--- src/rtl/ovf_pkg.sv ---
package ovf_pkg;

    typedef enum logic [2:0] {
        ACT_IDLE   = 3'd0,
        ACT_BYPASS = 3'd1,
        ACT_PUSH   = 3'd2,
        ACT_POP    = 3'd3,
        ACT_SWAP   = 3'd4
    } ovf_act_e;

    function automatic int ovf_depth(input int burst_len, input int stages, input int wire_cyc);
        int base;
        base = (burst_len > stages) ? burst_len : stages;
        return base + wire_cyc;
    endfunction

    function automatic int ovf_thresh(input int depth, input int stages, input int wire_cyc);
        return depth - stages - wire_cyc;
    endfunction

    function automatic logic act_pushes(input ovf_act_e a);
        return (a == ACT_PUSH) || (a == ACT_SWAP);
    endfunction

    function automatic logic act_pops(input ovf_act_e a);
        return (a == ACT_POP) || (a == ACT_SWAP);
    endfunction

endpackage

--- src/rtl/ovf_ctrl.sv ---
module ovf_ctrl
    import ovf_pkg::*;
(
    input  logic     word_vld,
    input  logic     accept,
    input  logic     store_empty,
    input  logic     above_thresh,
    output ovf_act_e act,
    output logic     token
);

    always_comb begin
        act = ACT_IDLE;
        if (accept) begin
            if (store_empty) begin
                act = word_vld ? ACT_BYPASS : ACT_IDLE;
            end else begin
                act = word_vld ? ACT_SWAP : ACT_POP;
            end
        end else if (word_vld) begin
            act = ACT_PUSH;
        end
    end

    always_comb begin
        token = accept ? 1'b1 : ~above_thresh;
    end

endmodule

--- src/rtl/ovf_store.sv ---
module ovf_store #(
    parameter int WIDTH = 8,
    parameter int DEPTH = 8,
    parameter int THRESH = 4,
    localparam int AW = (DEPTH > 1) ? $clog2(DEPTH) : 1,
    localparam int CW = $clog2(DEPTH + 1)
) (
    input  logic             clk,
    input  logic             rst,
    input  logic             wr_en,
    input  logic             rd_en,
    input  logic [WIDTH-1:0] wr_data,
    output logic [WIDTH-1:0] head,
    output logic [CW-1:0]    fill,
    output logic             is_empty,
    output logic             at_thresh
);

    localparam logic [AW-1:0] LAST_IDX = AW'(DEPTH - 1);
    localparam logic [CW-1:0] THRESH_C = CW'(THRESH);

    logic [WIDTH-1:0] mem [DEPTH];
    logic [AW-1:0]    wr_ptr;
    logic [AW-1:0]    rd_ptr;
    logic [CW-1:0]    fill_q;

    function automatic logic [AW-1:0] bump(input logic [AW-1:0] p);
        return (p == LAST_IDX) ? '0 : p + AW'(1);
    endfunction

    always_ff @(posedge clk) begin
        if (wr_en) begin
            mem[wr_ptr] <= wr_data;
        end
    end

    always_ff @(posedge clk) begin
        if (rst) begin
            wr_ptr <= '0;
            rd_ptr <= '0;
            fill_q <= '0;
        end else begin
            if (wr_en) begin
                wr_ptr <= bump(wr_ptr);
            end
            if (rd_en) begin
                rd_ptr <= bump(rd_ptr);
            end
            case ({wr_en, rd_en})
                2'b10:   fill_q <= fill_q + CW'(1);
                2'b01:   fill_q <= fill_q - CW'(1);
                default: fill_q <= fill_q;
            endcase
        end
    end

    assign head      = mem[rd_ptr];
    assign fill      = fill_q;
    assign is_empty  = (fill_q == '0);
    assign at_thresh = (fill_q >= THRESH_C);

endmodule

--- src/rtl/ovf_outsel.sv ---
module ovf_outsel #(
    parameter int WIDTH = 8
) (
    input  logic             store_empty,
    input  logic [WIDTH-1:0] head,
    input  logic [WIDTH-1:0] word,
    input  logic             word_vld,
    output logic [WIDTH-1:0] sel_word,
    output logic             none_avail
);

    always_comb begin
        if (store_empty) begin
            sel_word   = word;
            none_avail = ~word_vld;
        end else begin
            sel_word   = head;
            none_avail = 1'b0;
        end
    end

endmodule

--- src/rtl/rx_ovf_bypass.sv ---
module rx_ovf_bypass
    import ovf_pkg::*;
#(
    parameter int WIDTH       = 8,
    parameter int XFER_STAGES = 4,
    parameter int BURST_LEN   = 8,
    parameter int WIRE_CYC    = 0,
    localparam int DEPTH  = ovf_depth(BURST_LEN, XFER_STAGES, WIRE_CYC),
    localparam int THRESH = ovf_thresh(DEPTH, XFER_STAGES, WIRE_CYC),
    localparam int CW     = $clog2(DEPTH + 1)
) (
    input  logic             clk,
    input  logic             rst,
    input  logic [WIDTH-1:0] rd_word,
    input  logic             rd_word_vld,
    input  logic             rcv_pop,
    output logic [WIDTH-1:0] out_word,
    output logic             out_empty,
    output logic             bk_token
);

    ovf_act_e         act;
    logic             push_en;
    logic             pop_en;
    logic [WIDTH-1:0] head_word;
    logic [CW-1:0]    fill_cnt;
    logic             st_empty;
    logic             st_thresh;

    ovf_ctrl ctrl_i (
        .word_vld    (rd_word_vld),
        .accept      (rcv_pop),
        .store_empty (st_empty),
        .above_thresh(st_thresh),
        .act         (act),
        .token       (bk_token)
    );

    assign push_en = act_pushes(act);
    assign pop_en  = act_pops(act);

    ovf_store #(
        .WIDTH (WIDTH),
        .DEPTH (DEPTH),
        .THRESH(THRESH)
    ) store_i (
        .clk      (clk),
        .rst      (rst),
        .wr_en    (push_en),
        .rd_en    (pop_en),
        .wr_data  (rd_word),
        .head     (head_word),
        .fill     (fill_cnt),
        .is_empty (st_empty),
        .at_thresh(st_thresh)
    );

    ovf_outsel #(
        .WIDTH(WIDTH)
    ) outsel_i (
        .store_empty(st_empty),
        .head       (head_word),
        .word       (rd_word),
        .word_vld   (rd_word_vld),
        .sel_word   (out_word),
        .none_avail (out_empty)
    );

endmodule

--- config.mk ---
export PLATFORM = sky130hd
export DESIGN_NAME = rx_ovf_bypass
export DESIGN_NICKNAME = d
export VERILOG_FILES = /design/src/rtl/ovf_pkg.sv /design/src/rtl/ovf_ctrl.sv /design/src/rtl/ovf_store.sv /design/src/rtl/ovf_outsel.sv /design/src/rtl/rx_ovf_bypass.sv
export SDC_FILE = /design/constraint.sdc
export NUM_CORES = 1
export LEC_CHECK = 0
export BUFFER_PORTS_ARGS = -buffer_cell sky130_fd_sc_hd__buf_2
export CAP_MARGIN = 0
export CELL_PAD_IN_SITES_DETAIL_PLACEMENT = 0
export CELL_PAD_IN_SITES_GLOBAL_PLACEMENT = 1
export CORE_ASPECT_RATIO = 0.9
export CORE_MARGIN = 2
export CORE_UTILIZATION = 33
export DETAILED_ROUTE_END_ITERATION = 8
export GPL_ROUTABILITY_DRIVEN = 0
export GPL_TIMING_DRIVEN = 0
export PLACE_DENSITY = 0.56
export SYNTH_ARGS = -nofsm -noshare
export SYNTH_HDL_FRONTEND = slang
export SYNTH_SLANG_ARGS = --single-unit
--- constraint.sdc ---
create_clock -name clk -period 6.03 [get_ports clk]
set_input_delay 0.603 -clock clk [delete_from_list [all_inputs] [get_ports clk]]
set_output_delay 0.603 -clock clk [all_outputs]
set_load 0.01 [all_outputs]
==> impl_metrics.py <==
metrics = {
    "timing": {
        "tightest_slew_ps": 1030,
        "fin_crit_sh": 0.678,
        "slew-limit-headroom": 0.314,
        "worst_slack_ps": 1940,
        "fmax_ghz": 0.245,
        "hold_viol": 0,
        "finClkSkew_ps": 16.2,
        "setup_viol": 0,
        "rsz0062_at_grt": "no",
        "tns_ps": 0,
        "drv_slew": 0,
        "period_needed_ps": 4090,
    },
    "global_routing": {
        "grt_pass1_vias": 1836,
        "grt_max_degree": 14,
        "overflow": 0,
        "antenna_found_initial": 0,
        "track_usage": 0.139,
        "grt_pass1_wl_um": 10500,
    },
    "detailed_routing": {
        "num_vias": 1913,
        "drtIter0Drc": 72,
        "viasPerCell": 4.94,
        "drcViolationCount": 0,
        "ant_nets": 0,
        "first_pass_iters": 4,
        "wire_per_inst_um": 18.1,
        "drt-total-wl_um": 6990,
    },
    "layout": {
        "antennaDiodeCount": 0,
        "final_common_cell": "edfxtp_1",
        "drive_above_1_share": 0.276,
        "layout_common_cells": "edfxtp_1, buf_2, mux2i_1",
        "final_util": 0.397,
        "final_cells": 387,
        "syn_to_final_growth_pct": 16.8,
        "fill_cells": 907,
        "nNetsFinal": 278,
    },
    "logic_synthesis": {
        "netlist_instances": 219,
        "syn_area_mm2": 0.00328,
        "avgSynthCellArea_um2": 15.0,
        "synth_seq_area_share": 0.665,
        "synth.ff_latch_count": 77,
        "ys_types": 34,
        "syn-num-nets": 241,
        "ys_warn_count": 0,
    },
    "status": {
        "status": "finished clean",
    },
    "critical_path": {
        "worst_setup_path_end_kind": "flip-flop",
        "crit_required_ps": 6320,
        "r2r_cells": 14,
        "critical_path_class": "reg2reg",
        "crit_fanout": 10,
        "r2r-start": "store_i.fill[1]$_SDFFE_PP0P_",
        "startpoint_type": "flip-flop",
        "cp.arrival_ps": 4380,
        "r2r_slack_ps": 1940,
        "reg2reg_to": "store_i.fill[2]$_SDFFE_PP0P_",
    },
    "floorplanning": {
        "io_pins": 22,
        "dieArea_mm2": 0.0108,
        "die_h_um": 98.6,
        "start_util": 0.340,
        "core_mm2": 0.00966,
        "rows": 34,
        "fp.dieW_um": 109,
    },
    "placement": {
        "dp.cells": 371,
        "dp_slack_ps": 1840,
        "place_hpwl_um": 4460,
        "port_buffers": 21,
    },
    "clocking": {
        "clk_pin_slew_ps": 90,
        "cts_resized": 0,
        "insertion_delay_ps": 350,
        "clock_sinks": 77,
        "cts_max_path_buffers": 2,
        "cts_setup_buffers": 0,
        "cts.hold.buffers_added": 0,
        "cts_buffers": 9,
        "htreeDepth": 3,
        "cts_tree": "done",
        "cts_root_buf": "clkbuf_8",
    },
    "pwr": {
        "pwr-share-comb": 0.264,
        "clock_power_share": 0.296,
        "irDropWorstVdd_mv": 0.103,
        "seq_power_share": 0.440,
        "fin_total_pwr_mw": 1.43,
        "p_sw_frac": 0.300,
        "p_leak_nw": 1.35,
        "p_sw_uw": 428,
        "p_per_area_mw_per_mm2": 372,
        "p_int_uw": 999,
    },
    "hold_path": {
        "min_to": "store_i.rd_ptr[1]$_SDFFE_PP0N_",
        "min_path_type": "reg2reg",
        "hold-path-cell-count": 2,
        "hp-start": "store_i.rd_ptr[1]$_SDFFE_PP0N_",
    },
    "job": {
        "max_cap_viol_count": 0,
    },
}
[power by group through the flow]
stage	registers, mW	clock network [mW]	logic, mW
floorplan	0.634	0	0.254
global placement	0.639	0	0.379
detailed placement	0.640	0	0.383
CTS	0.628	0.435	0.385
global route	0.631	0.455	0.419
finish	0.628	0.422	0.377
[worst max-delay path: stages (launching register included)]
cell	delay, ps
dfxtp_1	400
nor4_4	710
buf_2	420
inv_1	110
ha_1	300
and3b_1	190
o21ai_1	450
inv_1	130
ha_1	280
xor2_1	170
ha_1	180
a21oi_1	140
xor2_1	100
or3_1	310
a21oi_1	130
[metrics by stage]
step / cell area (um^2) / hold slack (ps)
after floorplan: 3280 / 450
after global placement: 3550 / 476
after detailed placement: 3620 / 476
after CTS: 3830 / 489
after global routing: 3840 / 512
final: 3840 / 482
[layout make-up]
| cell class | instances | area (um^2) | area share |
|---|---|---|---|
| Clock inverter | 6 | 86.3 | 0.0225 |
| Timing Repair Buffer | 26 | 148 | 0.0385 |
| Buffer | 9 | 56.3 | 0.0147 |
| Clock buffer | 10 | 128 | 0.0333 |
| Tap cell | 126 | 158 | 0.0411 |
| Multi-Input combinational cell | 130 | 1070 | 0.278 |
| Inverter | 3 | 11.3 | 0.00294 |
| Sequential cell | 77 | 2180 | 0.569 |
[worst max-delay path by stage]
| stage | slack [ps] | end | from |
|---|---|---|---|
| 4_1_cts | 1800 | store_i.mem[1][2]$_DFFE_PP_ | store_i.fill[1]$_SDFFE_PP0P_ |
| 2_1_floorplan | 2860 | store_i.fill[2]$_SDFFE_PP0P_ | store_i.fill[0]$_SDFFE_PP0P_ |
| 3_3_place_gp | 1040 | store_i.mem[4][3]$_DFFE_PP_ | store_i.fill[0]$_SDFFE_PP0P_ |
| 6_report | 1940 | store_i.fill[2]$_SDFFE_PP0P_ | store_i.fill[1]$_SDFFE_PP0P_ |
| 3_5_place_dp | 1840 | store_i.mem[1][4]$_DFFE_PP_ | store_i.fill[1]$_SDFFE_PP0P_ |
| 5_1_grt | 1620 | store_i.fill[2]$_SDFFE_PP0P_ | store_i.fill[1]$_SDFFE_PP0P_ |
[cell families after synthesis]
| group | count (synthesis) | share of synthesized area |
|---|---|---|
| muxes | 37 | 0.120 |
| and+or+nand+nor | 44 | 0.0755 |
| xor gates and xnor gates | 3 | 0.00800 |
| buffers and inverters | 12 | 0.0206 |
| AOI/OAI and AO/OA | 36 | 0.0728 |
| DFF | 77 | 0.665 |
| adders and majority gates | 10 | 0.0381 |
[metal layers]
layer,vias up,global-route usage,share of wire,wire (um)
met2,40,0.220,0.47,3250
met3,8,0.0417,0.033,229
li1,924,-,-,-
met5,-,0,0,0
met1,941,0.181,0.49,3410
met4,0,0.0473,0.014,95
[flip-flops by register name (all words and copies together) (netlist names), named ones only]
signal,count
store_i.mem,64
store_i.rd_ptr,3
store_i.fill,4
store_i.wr_ptr,3
[cell usage after synthesis, drive strengths merged]
| cell type | number | area (um^2) |
|---|---|---|
| a21oi | 6 | 30.0 |
| a22oi | 8 | 60.1 |
| a32o | 1 | 10.0 |
| and3b | 1 | 8.76 |
| buf | 7 | 48.8 |
| clkbuf | 2 | 7.51 |
| dfxtp | 13 | 260 |
| edfxtp | 64 | 1920 |
| ha | 10 | 125 |
| inv | 3 | 11.3 |
| mux2 | 17 | 195 |
| mux2i | 20 | 200 |
| nand2 | 15 | 56.3 |
| nand2b | 3 | 18.8 |
| nor2 | 8 | 30.0 |
| nor2b | 2 | 12.5 |
| nor3 | 2 | 10.0 |
| nor3b | 4 | 30.0 |
| nor4 | 2 | 27.5 |
| nor4b | 2 | 17.5 |
| o21ai | 11 | 55.1 |
| o21bai | 1 | 7.51 |
| o221ai | 8 | 70.1 |
| o22ai | 1 | 6.26 |
| or3 | 3 | 18.8 |
| or3b | 2 | 17.5 |
| xor2 | 3 | 26.3 |
No activity file was read; power rests on OpenSTA's default activity.
